===== src/rtl/spr_unit.sv =====
module spr_unit #(
  parameter int          GRP_W        = 5,
  parameter int          IDX_W        = 11,
  parameter int          DW           = 32,
  parameter int          FPCSR_W      = 12,
  parameter int          SH_BANKS     = 2,
  parameter int          SH_REGS      = 32,
  parameter int          SH_BASE      = 1024,
  parameter int          DOZE_BIT     = 4,
  parameter int          SLEEP_BIT    = 5,
  parameter logic [31:0] ID_VERSION   = 32'h0100_0008,
  parameter logic [31:0] ID_UNITS     = 32'h0000_0001,
  parameter logic [31:0] ID_CPUCFG    = 32'h0000_0020,
  parameter logic [31:0] ID_DMMUCFG   = 32'h0000_0000,
  parameter logic [31:0] ID_IMMUCFG   = 32'h0000_0000,
  parameter logic [31:0] ID_VERSION2  = 32'h0100_0000,
  parameter logic [31:0] ID_ARCHVER   = 32'h0101_0000,
  parameter logic [31:0] CORE_NUM     = 32'h0000_0000,
  parameter logic [31:0] CORE_COUNT   = 32'h0000_0001
) (
  input  logic                   clk,
  input  logic                   rst_n,
  input  logic                   req_valid,
  input  logic                   req_write,
  input  logic [GRP_W+IDX_W-1:0] req_addr,
  input  logic [DW-1:0]          req_wdata,
  input  logic [DW-1:0]          req_rd_old,
  input  logic [DW-1:0]          cur_pc,
  input  logic [DW-1:0]          ext_rdata,
  output logic                   rsp_valid,
  output logic [DW-1:0]          rsp_rdata,
  output logic                   rsp_illegal,
  output logic [3:0]             ext_sel,
  output logic                   pc_wr_en,
  output logic [DW-1:0]          pc_wr_val,
  output logic                   dslot_clr,
  output logic                   halt
);
  localparam int AW      = GRP_W + IDX_W;
  localparam int SH_WORDS = SH_BANKS * SH_REGS;
  localparam int BANK_W  = (SH_BANKS > 1) ? $clog2(SH_BANKS) : 1;
  localparam int REG_W   = $clog2(SH_REGS);

  function automatic logic [AW-1:0] mk(input int g, input int i);
    return {g[GRP_W-1:0], i[IDX_W-1:0]};
  endfunction

  localparam logic [AW-1:0] A_VER    = mk(0, 0);
  localparam logic [AW-1:0] A_UNITS  = mk(0, 1);
  localparam logic [AW-1:0] A_CPUCFG = mk(0, 2);
  localparam logic [AW-1:0] A_DMMU   = mk(0, 3);
  localparam logic [AW-1:0] A_IMMU   = mk(0, 4);
  localparam logic [AW-1:0] A_VER2   = mk(0, 9);
  localparam logic [AW-1:0] A_ARCH   = mk(0, 10);
  localparam logic [AW-1:0] A_VBASE  = mk(0, 11);
  localparam logic [AW-1:0] A_NPC    = mk(0, 16);
  localparam logic [AW-1:0] A_STAT   = mk(0, 17);
  localparam logic [AW-1:0] A_FPCSR  = mk(0, 20);
  localparam logic [AW-1:0] A_EPC    = mk(0, 32);
  localparam logic [AW-1:0] A_EADDR  = mk(0, 48);
  localparam logic [AW-1:0] A_ESTAT  = mk(0, 64);
  localparam logic [AW-1:0] A_COREN  = mk(0, 128);
  localparam logic [AW-1:0] A_CORES  = mk(0, 129);
  localparam logic [AW-1:0] A_ACCLO  = mk(5, 1);
  localparam logic [AW-1:0] A_ACCHI  = mk(5, 2);
  localparam logic [AW-1:0] A_PWR    = mk(8, 0);

  logic [FPCSR_W-1:0] fpcsr_q;
  logic [DW-1:0]      vbase_q, stat_q, epc_q, eaddr_q, estat_q, pwr_q;
  logic [2*DW-1:0]    acc_q;
  logic [DW-1:0]      shadow_q [SH_BANKS][SH_REGS];

  logic [GRP_W-1:0] grp;
  logic [IDX_W-1:0] idx, sh_off;
  logic             sup, is_fp, illegal, wr_ok, hit_sh, ext_hit;
  logic [BANK_W-1:0] sh_bank;
  logic [REG_W-1:0]  sh_reg;
  logic [DW-1:0]     rd_mux;

  assign grp     = req_addr[AW-1:IDX_W];
  assign idx     = req_addr[IDX_W-1:0];
  assign sup     = stat_q[0];
  assign is_fp   = (req_addr == A_FPCSR);
  assign illegal = req_valid && !sup && !is_fp;
  assign wr_ok   = req_valid && req_write && !illegal;

  assign sh_off  = idx - IDX_W'(SH_BASE);
  assign hit_sh  = (grp == '0) && (idx >= IDX_W'(SH_BASE)) &&
                   (int'(sh_off) < SH_WORDS);
  assign sh_bank = BANK_W'(int'(sh_off) / SH_REGS);
  assign sh_reg  = REG_W'(int'(sh_off) % SH_REGS);

  assign ext_sel = (req_valid && sup) ?
                   {grp == GRP_W'(10), grp == GRP_W'(9), grp == GRP_W'(2), grp == GRP_W'(1)} :
                   4'b0000;
  assign ext_hit = |ext_sel;

  always_comb begin
    rd_mux = req_rd_old;
    if (hit_sh)
      rd_mux = shadow_q[sh_bank][sh_reg];
    else if (ext_hit)
      rd_mux = ext_rdata;
    else begin
      case (req_addr)
        A_VER:    rd_mux = ID_VERSION;
        A_UNITS:  rd_mux = ID_UNITS;
        A_CPUCFG: rd_mux = ID_CPUCFG;
        A_DMMU:   rd_mux = ID_DMMUCFG;
        A_IMMU:   rd_mux = ID_IMMUCFG;
        A_VER2:   rd_mux = ID_VERSION2;
        A_ARCH:   rd_mux = ID_ARCHVER;
        A_COREN:  rd_mux = CORE_NUM;
        A_CORES:  rd_mux = CORE_COUNT;
        A_VBASE:  rd_mux = vbase_q;
        A_NPC:    rd_mux = cur_pc;
        A_STAT:   rd_mux = stat_q;
        A_FPCSR:  rd_mux = DW'(fpcsr_q);
        A_EPC:    rd_mux = epc_q;
        A_EADDR:  rd_mux = eaddr_q;
        A_ESTAT:  rd_mux = estat_q;
        A_ACCLO:  rd_mux = acc_q[DW-1:0];
        A_ACCHI:  rd_mux = acc_q[2*DW-1:DW];
        A_PWR:    rd_mux = pwr_q;
        default:  rd_mux = req_rd_old;
      endcase
    end
  end

  always_ff @(posedge clk) begin
    if (!rst_n) begin
      rsp_valid   <= 1'b0;
      rsp_rdata   <= '0;
      rsp_illegal <= 1'b0;
    end else begin
      rsp_valid   <= req_valid;
      rsp_illegal <= illegal;
      if (req_valid)
        rsp_rdata <= (illegal || req_write) ? req_rd_old : rd_mux;
    end
  end

  always_ff @(posedge clk) begin
    if (!rst_n) begin
      fpcsr_q <= '0;
      vbase_q <= '0;
      stat_q  <= DW'(1);
      epc_q   <= '0;
      eaddr_q <= '0;
      estat_q <= '0;
      acc_q   <= '0;
      pwr_q   <= '0;
    end else if (wr_ok) begin
      case (req_addr)
        A_FPCSR: fpcsr_q <= req_wdata[FPCSR_W-1:0];
        A_VBASE: vbase_q <= req_wdata;
        A_STAT:  stat_q  <= req_wdata;
        A_EPC:   epc_q   <= req_wdata;
        A_EADDR: eaddr_q <= req_wdata;
        A_ESTAT: estat_q <= req_wdata;
        A_ACCLO: acc_q[DW-1:0]    <= req_wdata;
        A_ACCHI: acc_q[2*DW-1:DW] <= req_wdata;
        A_PWR:   pwr_q   <= req_wdata;
        default: ;
      endcase
    end
  end

  always_ff @(posedge clk) begin
    if (!rst_n) begin
      for (int b = 0; b < SH_BANKS; b++)
        for (int r = 0; r < SH_REGS; r++)
          shadow_q[b][r] <= '0;
    end else if (wr_ok && hit_sh) begin
      shadow_q[sh_bank][sh_reg] <= req_wdata;
    end
  end

  always_ff @(posedge clk) begin
    if (!rst_n) begin
      pc_wr_en  <= 1'b0;
      pc_wr_val <= '0;
      dslot_clr <= 1'b0;
      halt      <= 1'b0;
    end else begin
      pc_wr_en  <= 1'b0;
      dslot_clr <= 1'b0;
      if (wr_ok && req_addr == A_NPC && req_wdata != cur_pc) begin
        pc_wr_en  <= 1'b1;
        pc_wr_val <= req_wdata;
        dslot_clr <= 1'b1;
      end
      if (wr_ok && req_addr == A_PWR && (req_wdata[DOZE_BIT] || req_wdata[SLEEP_BIT])) begin
        pc_wr_en  <= 1'b1;
        pc_wr_val <= cur_pc + DW'(4);
        halt      <= 1'b1;
      end
    end
  end
endmodule


===== config.mk =====
export PLATFORM = sky130hd
export DESIGN_NAME = spr_unit
export DESIGN_NICKNAME = d
export VERILOG_FILES = /design/src/rtl/spr_unit.sv
export SDC_FILE = /design/constraint.sdc
export NUM_CORES = 2
export LEC_CHECK = 0
export BUFFER_PORTS_ARGS = -buffer_cell sky130_fd_sc_hd__buf_2
export CAP_MARGIN = 20
export CORE_MARGIN = 2
export CORE_UTILIZATION = 45
export DETAILED_ROUTE_END_ITERATION = 10
export MAX_ROUTING_LAYER = met4
export PLACE_DENSITY = 0.66
export SETUP_SLACK_MARGIN = 0.15
export SLEW_MARGIN = 10
export SYNTH_ARGS = -nofsm -noshare
export SYNTH_HDL_FRONTEND = slang
export SYNTH_SLANG_ARGS = --single-unit

===== constraint.sdc =====
create_clock -name clk -period 7.6 [get_ports clk]
set_input_delay 1.14 -clock clk [delete_from_list [all_inputs] [get_ports clk]]
set_output_delay 1.14 -clock clk [all_outputs]
set_load 0.1 [all_outputs]

; Yosys cells after proc, flatten, opt, wreduce, memory -nomap -nowiden
; Memory sizes are Yosys's and may differ from the RTL's.
; Index checks and enable logic that the tools add are counted.
[word_totals]
ramBits = 2048
mem_count = 1
register_bits = 337
word_cells = 102
inputBits = 148
[memory_table]
columns = name, words, width, rd, rd_clocked_by_memory_dff, write_ports, line_no
row1 = shadow_q, 2, 1024, 1, 0, 2, 71  ; logic [DW-1:0] shadow_q [SH_BANKS][SH_REGS];
[classes]
mux = 21
magnitude_cmp = 4
bitwise = 1
n_eq_ne = 23
n_reduce_logical = 34
add_sub_neg = 2
[ops]
columns = operator, count
row1 = $mux W1024, 3
row2 = $reduce_or A1024 Y1, 1
row3 = $pmux W32 S16, 1
row4 = $mux W32, 8
row5 = $bmux W32 S5, 1
row6 = $demux W32 S5, 1
row7 = $eq A16 B4 Y1 const B, 3
row8 = $eq A16 B5 Y1 const B, 3
row9 = $add A32 B3 Y32 const B, 1
row10 = $eq A16 B14 Y1 const B, 2
row11 = $eq A16 B2 Y1 const B, 2
row12 = $eq A16 B6 Y1 const B, 2
row13 = $eq A16 B8 Y1 const B, 2
row14 = $ne A32 B32 Y1, 1
row15 = $reduce_and A2 Y1, 9
row16 = $eq A16 B1 Y1 const B, 1
row17 = $eq A16 B15 Y1 const B, 1
row18 = $eq A16 B3 Y1 const B, 1
row19 = $eq A16 B7 Y1 const B, 1
row20 = $logic_not A16 Y1, 1
row21 = $logic_and A1 B1 Y1, 13
row22 = $ge A11 B11 Y1 const B, 1
row23 = $lt A11 B7 Y1 const B, 1
row24 = $sub A11 B11 Y11 const B, 1
row25 = 15 further kinds, 24

; Longest topological paths before layout
[logic_depth]
word_depth = 11
ltp_mapped = 14
ltp_nobuf = 8

; Least setup slack after synthesis
; Ideal clock, no wire load.
[synth_timing]
path_kind = in2reg
from = input port req_addr[11]
to = memory shadow_q[0][160] (netlist name), enable pin
n_path_buf = 3
setup_time_ns = 0.466
stages = 10
setup_slack_ns = 1.482
arrival_ns = 5.652
path_cell_list = buf_2 -> or4_1 -> clkbuf_1 -> nor3_4 -> a21oi_2 -> nor4_4 -> and2b_1 -> nand2_1 -> buf_2 -> o21ai_0
[synth_rtl]
columns = element, line_no
row1 = from (decl), 25  ; input logic [GRP_W+IDX_W-1:0] req_addr,
row2 = to (decl), 71

; Worst setup path after layout
[layout_timing]
from = input port req_addr[5]
to = register rsp_rdata[12]
[layout_via]
elab_chain_len = 7
[layout_rtl]
columns = element, line_no
row1 = $sub A11 B11 Y11, 87  ; assign sh_off = idx - IDX_W'(SH_BASE);
row2 = $mem_v2 Z2 W1024, --
row3 = $bmux W32 S5, 101  ; rd_mux = shadow_q[sh_bank][sh_reg];
row4 = $mux W32 (implied by the code) (2 in a row), 101
row5 = $mux W32, 100  ; if (hit_sh)
row6 = $mux W32 *, 139  ; rsp_rdata <= (illegal || req_write) ? req_rd_old : rd_mux;
row7 = to (signal assigned), 139
row8 = to (decl), 31  ; output logic [DW-1:0] rsp_rdata,
; Every way passes the cells marked *; elsewhere a longest branch is shown, timed or not. The select of a mux whose other input is x is not followed.
; A chain may end at the register's enable or synchronous reset.

==> Flow_metrics.wiki <==
{| class="wikitable"
! Metric !! Value
|-
| Most common library cell in the layout ignoring fill and taps || sky130_fd_sc_hd__edfxtp_1
|-
| Wire length of the first global-routing pass || 498.4 mm
|-
| Total Nets Final || roughly 7000
|-
| Number of distinct library cells after synthesis || 80
|-
| Transition at the pin with the smallest max-transition slack || 1211 ps
|-
| Time the worst path needs with I/O delays and setup || about 5400 ps
|-
| Unrepaired setup endpoints after global routing || no
|-
| Outcome || finished clean
|-
| Hold Path Class || flop to flop
|-
| Number of primary I/O pins || approximately 220
|-
| Number of hold violations in the final report || 0
|-
| Via count || 66610
|-
| Number of enable-type register cells in the synthesized netlist || 2048
|-
| Area of the core region || around 220000 sq um
|-
| CTS sink count || 2385
|-
| Cell type contributing the most total cell area after synthesis || sky130_fd_sc_hd__edfxtp_1
|-
| Maximum fanout encountered on the critical timing path || between 50 and 60
|-
| Vias per cell || 6.538
|-
| Fin Setup TNS || 0 ps
|-
| Arrival time at the worst endpoint || 6100 ps
|-
| Total routing usage reported by global routing || 31.85%
|-
| Synth Cell Area || ~100000 sq um
|-
| Peak supply drop || between 0.0002 and 0.00025 V
|-
| Clock root buffer master || sky130_fd_sc_hd__clkbuf_16
|-
| CTS tree || yes
|-
| Required time at the worst-slack endpoint || 8350 ps
|-
| Area grow syn2layout || 13.17%
|-
| CTS buffer count || 228
|-
| Post-DRT Antenna Nets || 0
|-
| Critical path class || input port to flop
|-
| Chip height || about 480 um
|-
| Total number of H-tree levels || 4
|-
| Total number of placement rows || around 170
|-
| Via count of the first global-routing pass || 63480
|-
| Largest net degree at the start of global routing || about 120
|-
| Share of cells above drive strength 1 || between 20% and 30%
|-
| Input/output buffers || between 200 and 250
|-
| CTS clk-pin slew, worst paths || about 60 ps
|-
| Commonest register cell after synthesis || sky130_fd_sc_hd__edfxtp_1
|-
| Clk_skew || approximately 54 ps
|-
| Achievable clock frequency || approximately 190 MHz
|-
| Max-slew violation count || 0
|-
| Mapped Cells || 6856
|-
| Detailed-route wire length per cell || approximately 36 um
|-
| Mapped Avg Cell Area || around 15 sq um
|-
| Sequential fraction of the synthesis area || 66.97%
|-
| Synth async-reset ratio || 0%
|-
| Max-cap check violation count || 0
|-
| Number of antenna violations at the first check in global routing || 48
|-
| Top post-synthesis cells by area || sky130_fd_sc_hd__edfxtp_1 60%, sky130_fd_sc_hd__mux4_2 12%, sky130_fd_sc_hd__dfxtp_1 6.6%, sky130_fd_sc_hd__and2_1 6.2%, sky130_fd_sc_hd__nand2_1 2.8%
|-
| Total of cells resized after clock tree synthesis || 0
|-
| Post-synth net total || between 7000 and 8000
|-
| Synthesized flop and latch total || about 2400
|-
| Power density normalized to cell area || 245.0 nW/um^2
|-
| HPWL after detailed placement || about 220 mm
|-
| Nature of the critical path endpoint || flop
|-
| Synth top area share || between 60% and 70%
|-
| Synth warnings || 0
|-
| Horiz. Die Dim || about 480 um
|-
| Clock latency of the later-clocked register in the worst-skew pair || 920 ps
|-
| Setup violators final || 0
|-
| Hold_ws || roughly 450 ps
|-
| Final clock period utilization by the worst path || between 70% and 80%
|-
| Maximum number of buffers from clock root to sink || 3
|-
| # DRC || 0
|-
| DR pass1 iterations || 7
|-
| Initial Util || ~45%
|-
| Headroom to the max-slew limit || between 10% and 20%
|-
| Die area || about 230000 sq um
|-
| Buffers inserted by post-CTS timing repair || 0
|-
| Sum of routed wire length over all layers || 362.1 mm
|-
| Number of buffers inserted by hold repair at cts || 0
|-
| Critical Path Start Type || input port
|-
| 1st-iter DRT viols || around 12000
|-
| Remaining global-route overflow || 0
|-
| Leak pwr || 0.04035 uW
|-
| Commonest cells after routing, fill and taps aside || 2048 x sky130_fd_sc_hd__edfxtp_1, 1004 x sky130_fd_sc_hd__and2_1, 764 x sky130_fd_sc_hd__nand2_1
|-
| Final weighted congestion in routability-driven placement || around 0.97
|}
[critical path: stages]
cell and delay, ps:
sky130_fd_sc_hd__buf_8 480, sky130_fd_sc_hd__buf_4 410, sky130_fd_sc_hd__buf_4 700, sky130_fd_sc_hd__mux4_2 660
sky130_fd_sc_hd__mux2i_1 150, sky130_fd_sc_hd__o21ai_0 110, sky130_fd_sc_hd__a221oi_1 880, sky130_fd_sc_hd__buf_4 250
sky130_fd_sc_hd__nor3_1 70, sky130_fd_sc_hd__a211oi_1 810, sky130_fd_sc_hd__a21oi_1 180
[metal layers]
metal | wire length, um | vias up | share of wire [%] | track usage (%)
met1 | 130800 | 34270 | 36 | 41.63
met4 | 20300 | 0 | 5.6 | 15.04
li1 | - | 26040 | - | -
met5 | 0 | - | 0 | -
met3 | 51030 | 1006 | 14 | 9.234
met2 | 159900 | 5293 | 44 | 45.85
[per-stage QoR]
stage	setup slack [ps]	std cells	utilization, %	cell area, sq um	power [uW]
6_report	2245	10190	51.29	115300	28260
5_1_grt	2190	10170	51.27	115300	28800
4_1_cts	2516	10150	51.19	115100	28220
3_5_place_dp	1591	9725	47.92	107800	17080
3_3_place_gp	1233	9699	47.67	107200	17030
2_1_floorplan	1482	6856	-	101900	16090
[area by class of cell]
type	instances	area [sq um]
antenna	32	80.08
clock buffer	302	6065
clock inverter	122	1281
fill	18290	109600
inverter	42	170.2
multi-input combinational	3808	31930
sequential	2385	68250
tap	2992	3744
timing repair buffer	505	3817
[synthesized netlist by cell type (23+ instances only)]
cell	number
sky130_fd_sc_hd__o22ai_1	40
sky130_fd_sc_hd__xnor2_1	51
sky130_fd_sc_hd__a211oi_1	23
sky130_fd_sc_hd__a22oi_1	89
sky130_fd_sc_hd__a221oi_1	44
sky130_fd_sc_hd__mux4_2	529
sky130_fd_sc_hd__and2_1	1004
sky130_fd_sc_hd__nand4_1	33
sky130_fd_sc_hd__nand2_1	764
sky130_fd_sc_hd__inv_1	40
sky130_fd_sc_hd__a21oi_1	395
sky130_fd_sc_hd__a222oi_1	39
sky130_fd_sc_hd__mux2i_1	148
sky130_fd_sc_hd__nor3_1	32
sky130_fd_sc_hd__buf_1	37
sky130_fd_sc_hd__clkbuf_1	467
sky130_fd_sc_hd__o21ai_0	102
sky130_fd_sc_hd__dfxtp_1	337
sky130_fd_sc_hd__mux2_2	24
sky130_fd_sc_hd__nor2_1	175
sky130_fd_sc_hd__nand3_1	42
sky130_fd_sc_hd__edfxtp_1	2048
sky130_fd_sc_hd__buf_2	108
sky130_fd_sc_hd__o221ai_1	24
[power breakdown]
part / internal [uW] / switching [uW] / total, uW
Clock: 6250 / 5140 / 11400
Combinational: 656 / 1540 / 2200
Sequential: 14500 / 126 / 14700
Total: 21400 / 6810 / 28300
[cells by family after synthesis]
group | after synthesis | share of synthesized area [%]
flip-flops | 2385 | 66.97
AO/OA/AOI/OAI | 869 | 5.404
XOR/XNOR | 64 | 0.5500
multiplexers | 701 | 13.41
adder cells (fa/ha/maj) | 1 | 0.01228
AND/OR/NAND/NOR | 2173 | 11.05
buffers and inverters | 663 | 2.610
[registers in the layout, summed over array words and instances, names as in the netlist, 32 cells and up]
register,cells
shadow_q,2048
acc_q,64
eaddr_q,32
epc_q,32
estat_q,32
pc_wr_val,32
pwr_q,32
rsp_rdata,32
stat_q,32
vbase_q,32
[worst paths after layout]
path / startpoint / end / slack [ps] / cells past startpoint
max: req_addr[5] / rsp_rdata[12] / 2250 / 11
min: acc_q[20] / acc_q[20] / 450 / 2
max reg2reg: stat_q[0] / shadow_q[0][910] / 3600 / 8
min reg2reg: acc_q[20] / acc_q[20] / 450 / 2
(Power assumes the default switching activity.)
